===== src/rtl/pcie_devctl_reg.sv =====
module pcie_devctl_reg #(
  parameter int NUM_ERR = 4,
  parameter int CODE_W  = 3
) (
  input  logic                clk,
  input  logic                rst_n,
  input  logic                cfg_we,
  input  logic [31:0]         cfg_wdata,
  input  logic                mgmt_we,
  input  logic [31:0]         mgmt_wdata,
  input  logic [NUM_ERR-1:0]  evt,
  input  logic                txn_pending,
  output logic [31:0]         rdata,
  output logic                flr_pulse,
  output logic [NUM_ERR-1:0]  msg_req,
  output logic [NUM_ERR-1:0]  err_report_en,
  output logic [CODE_W-1:0]   max_payload_code,
  output logic [CODE_W-1:0]   max_rdreq_code,
  output logic                relaxed_order_en,
  output logic                no_snoop_en,
  output logic                ext_tag_en
);

  localparam int STAT_LO = 16;
  localparam int STAT_HI = STAT_LO + NUM_ERR - 1;
  localparam int FLR_BIT = 15;
  localparam logic [CODE_W-1:0] MRRS_RST = CODE_W'(2);

  logic [NUM_ERR-1:0] en_q, det_q, msg_q, clr;
  logic               ro_q, et_q, ns_q, flr_q, any_we, flr_req;
  logic [CODE_W-1:0]  mps_q, mrrs_q;
  logic [31:0]        wd;

  assign any_we  = cfg_we | mgmt_we;
  assign wd      = cfg_we ? cfg_wdata : mgmt_wdata;
  assign clr     = ({NUM_ERR{cfg_we}}  & cfg_wdata[STAT_HI:STAT_LO])
                 | ({NUM_ERR{mgmt_we}} & mgmt_wdata[STAT_HI:STAT_LO]);
  assign flr_req = (cfg_we & cfg_wdata[FLR_BIT]) | (mgmt_we & mgmt_wdata[FLR_BIT]);

  always_ff @(posedge clk) begin
    if (!rst_n) begin
      en_q   <= '0;
      ro_q   <= 1'b1;
      mps_q  <= '0;
      et_q   <= 1'b1;
      ns_q   <= 1'b1;
      mrrs_q <= MRRS_RST;
      det_q  <= '0;
      flr_q  <= 1'b0;
      msg_q  <= '0;
    end else begin
      if (any_we) begin
        en_q   <= wd[NUM_ERR-1:0];
        ro_q   <= wd[4];
        mps_q  <= wd[5 +: CODE_W];
        et_q   <= wd[8];
        ns_q   <= wd[11];
        mrrs_q <= wd[12 +: CODE_W];
      end
      det_q <= (det_q & ~clr) | evt;
      flr_q <= flr_req;
      msg_q <= evt & en_q;
    end
  end

  assign rdata = {10'b0, txn_pending, 1'b0, det_q, 1'b0, mrrs_q, ns_q, 2'b00,
                  et_q, mps_q, ro_q, en_q};

  assign flr_pulse        = flr_q;
  assign msg_req          = msg_q;
  assign err_report_en    = en_q;
  assign max_payload_code = mps_q;
  assign max_rdreq_code   = mrrs_q;
  assign relaxed_order_en = ro_q;
  assign no_snoop_en      = ns_q;
  assign ext_tag_en       = et_q;

  a_r4_zero_bits: assert property (@(posedge clk) disable iff (!rst_n)
    (rdata & 32'hFFD0_8600) == 32'h0);

  a_r5_flr_single: assert property (@(posedge clk) disable iff (!rst_n)
    flr_pulse |=> !flr_pulse);

  a_r5_flr_cause: assert property (@(posedge clk) disable iff (!rst_n)
    flr_pulse |-> $past((cfg_we && cfg_wdata[15]) || (mgmt_we && mgmt_wdata[15])));

  a_r6_r8_set: assert property (@(posedge clk) disable iff (!rst_n)
    |evt |=> ((rdata[19:16] & $past(evt)) == $past(evt)));

  a_r7_hold: assert property (@(posedge clk) disable iff (!rst_n)
    (rdata[16] && !(cfg_we && cfg_wdata[16]) && !(mgmt_we && mgmt_wdata[16])) |=> rdata[16]);

  a_r9_gated: assert property (@(posedge clk) disable iff (!rst_n)
    |msg_req |-> ((msg_req & ~$past(evt & rdata[3:0])) == 4'b0));

  a_r10_pending: assert property (@(posedge clk) disable iff (!rst_n)
    rdata[21] == txn_pending);

  a_r11_outputs: assert property (@(posedge clk) disable iff (!rst_n)
    max_payload_code == rdata[7:5] && max_rdreq_code == rdata[14:12] &&
    err_report_en == rdata[3:0] && ext_tag_en == rdata[8]);

endmodule


===== config.mk =====
export PLATFORM = sky130hd
export DESIGN_NAME = pcie_devctl_reg
export DESIGN_NICKNAME = d
export VERILOG_FILES = /design/src/rtl/pcie_devctl_reg.sv
export SDC_FILE = /design/constraint.sdc
export NUM_CORES = 1
export LEC_CHECK = 0
export ABC_AREA = 1
export CELL_PAD_IN_SITES_DETAIL_PLACEMENT = 1
export CELL_PAD_IN_SITES_GLOBAL_PLACEMENT = 2
export CORE_MARGIN = 2
export CORE_UTILIZATION = 13
export CTS_CLUSTER_SIZE = 16
export DETAILED_ROUTE_END_ITERATION = 10
export GPL_ROUTABILITY_DRIVEN = 0
export GPL_TIMING_DRIVEN = 1
export PLACE_DENSITY_LB_ADDON = 0.12
export SETUP_SLACK_MARGIN = 0.15
export SLEW_MARGIN = 20
export SYNTH_ARGS = -nofsm -noshare
export SYNTH_HDL_FRONTEND = slang
export SYNTH_SLANG_ARGS = --single-unit

===== constraint.sdc =====
create_clock -name clk -period 1 [get_ports clk]
set_input_delay 0.15 -clock clk [delete_from_list [all_inputs] [get_ports clk]]
set_output_delay 0.15 -clock clk [all_outputs]
set_load 0.1 [all_outputs]

==> flow_summary.json <==
{
  "status": "complete, no violations",
  "cts_buffers": 3,
  "mostFrequentLayoutCells": "nand2_1, clkdlybuf4s50_1, buf_12, nand3_1, dfxtp_4",
  "clkPwrFrac_pct": 17.7,
  "die_area_sq_um": 9920,
  "die_w_um": 99.6,
  "setup_tns_ns": 0,
  "regArea_sq_um": 510,
  "fin_crit_ns": 0.991,
  "p_int_mw": 1.80,
  "synth_area_per_cell_sq_um": 7.25,
  "place_hpwl_mm": 3.53,
  "fmax_mhz": 1010,
  "critPathBufInv": 1,
  "insertion_delay_ns": 0.26,
  "rows": 34,
  "path_delay_family": "flip-flops",
  "drive_gt1_share_pct": 35.3,
  "p_sw_mw": 1.47,
  "cts.sinks": 22,
  "grt_pass1_wl_mm": 6.65,
  "overflow": 0,
  "ys_ff_latch": 22,
  "yosysUniqueCellTypes": 15,
  "finalWorstSetupSlack_ns": 0.00941,
  "path_cells": "buf_12",
  "hold_buffers": 0,
  "r2r_cells": 5,
  "drt_iter0_markers": 20,
  "vdd_ir_drop_max_mv": 0.387,
  "slowest_delay_ns": 0.40,
  "rrSetupSlack_ns": 0.19,
  "multi_input_area_sq_um": 469,
  "syn_inst": 164,
  "r2r-end": "err_report_en[3]$_SDFFE_PN0P_",
  "period_share_pct": 99.1,
  "fp.coreArea_sq_um": 8810,
  "io_pins": 123,
  "report.final.slew_viol_count": 0,
  "vias": 1244,
  "initial_core_util_pct": 13.5,
  "cts.clk_slew.worst_paths_ns": 0.08,
  "grt_pass1_vias": 1306,
  "clock-skew-final_ns": 0.00119,
  "crit_arrival_ns": 0.84,
  "synth_area_sq_um": 1190,
  "ys_seq_area_share_pct": 37.1,
  "final_common_cell": "nand2_1",
  "grt_max_degree": 13,
  "wirelength_mm": 4.26,
  "switching_share_pct": 45.0,
  "setup_violations": 0,
  "power_density_nw_per_um2": 1310,
  "routedWlPerCell_um": 12.3,
  "path_max_fanout": 4,
  "path_class": "flop to output port",
  "cpMaxStageDelayCell": "dfxtp_4",
  "holdWs_ns": 0.295,
  "seq_power_share_pct": 31.0,
  "antenna_left": 0,
  "finalHoldViolations": 0,
  "post-place-ws_ns": -0.402,
  "rsz0062_at_grt": "yes",
  "cts_root_buffer": "clkbuf_8",
  "worst_setup_path_start_kind": "flop",
  "diodes": 0,
  "antenna_found_initial": 0,
  "hold_class": "primary input to flop",
  "worstPathRequired_ns": 0.85,
  "htree_levels": 1,
  "die_h_um": 99.6,
  "power.leakage_nw": 1.12,
  "ys_warn_count": 0,
  "cts_tree": "yes",
  "postLayoutCoreUtil_pct": 28.4,
  "n_fill_cell": 1023,
  "max-cap-violations": 0,
  "area_delta_synth_final_pct": 110,
  "route.detailed.drc": 0,
  "via_per_inst": 3.60,
  "firstDrtPassIters": 4,
  "grtUsageTotal_pct": 8.68,
  "clock_path_buffers": 2,
  "io_buffers": 78,
  "r2r-start": "err_report_en[3]$_SDFFE_PN0P_",
  "layout.nets": 312,
  "p_comb_share_pct": 51.3,
  "worst-path-stages": 1,
  "startpoint": "err_report_en[2]$_SDFFE_PN0P_",
  "power_mw": 3.27,
  "cp-end-kind": "output port",
  "endpoint": "err_report_en[2]"
}
-- how the worst min path moves through the flow --
stage / start / to / slack (ns) / depth (start not counted)
detailed placement: txn_pending / rdata[21] / 0.30 / 0
global placement: txn_pending / rdata[21] / 0.30 / 0
global route: txn_pending / rdata[21] / 0.30 / 0
finish: rst_n / max_payload_code[1]$_SDFFE_PN0P_ / 0.30 / 4
CTS: txn_pending / rdata[21] / 0.30 / 0
floorplan: mgmt_wdata[8] / ext_tag_en$_SDFFE_PN1P_ / 0.26 / 2
-- per-stage QoR --
step,instances,area (sq um)
floorplan,177,1460
global placement,337,2390
detailed placement,337,2390
CTS,346,2480
global route,346,2500
finish,346,2500
-- cell families (layout without fill, tap and decap cells) --
kind of cell / Yosys count / after routing / share of synthesized area, %
AND/OR/NAND/NOR: 82 / 82 / 30.3
buffers and inverters: 50 / 111 / 28.2
flip-flops: 22 / 22 / 37.1
AO/OA/AOI/OAI: 9 / 9 / 4.11
other: 1 / 14 / 0.315
-- sequential cells by signal, indices dropped and copies added, names as in the netlist --
| name | flops |
|---|---|
| det_q | 4 |
| err_report_en | 4 |
| ext_tag_en | 1 |
| flr_pulse | 1 |
| max_payload_code | 3 |
| max_rdreq_code | 3 |
| msg_req | 4 |
| no_snoop_en | 1 |
| relaxed_order_en | 1 |
-- cell type report --
class	instances	share of cell area, %
timing repair buffer	92	51.3
inverter	15	2.25
multi-input combinational	105	18.8
tap	108	5.41
clock buffer	4	1.80
sequential	22	20.4
-- Yosys cell counts, drive strengths merged --
cell type,n,area [sq um]
conb,1,3.75
nand3,26,130
nor2,6,30.0
inv,15,56.3
dfxtp,22,440
buf,35,279
a21oi,9,48.8
nand2,50,200
-- worst register-to-register path: stages (launching register included) --
cell and delay [ns]:
dfxtp_4 0.38, buf_4 0.14, nand2_1 0.06, nand3_1 0.06
nand2_1 0.06, inv_1 0.03
-- timing repair --
action                                  4_1_cts  5_1_grt
pin swaps                                     1        0
gates resized for setup                       4        4
setup buffers                                 5        0
endpoints found under the setup margin       56       49
-- power by group through the flow --
stage | Combinational [mW] | Sequential (mW) | Clock, mW
after CTS | 1.69 | 1.02 | 0.630
after detailed placement | 1.66 | 1.04 | 0
after global routing | 1.73 | 1.03 | 0.659
after global placement | 1.66 | 1.04 | 0
final | 1.68 | 1.01 | 0.580
after floorplan | 0.848 | 1.39 | 0
-- metal layers --
layer  track usage [%]  vias to the layer above  wire (um)
met5                 0                        -          0
met4              3.16                        0         56
met3              2.18                        2        303
met2              14.5                       64       2010
met1              10.8                      563       1890
li1                  -                      615          -
(Power assumes the default switching activity.)
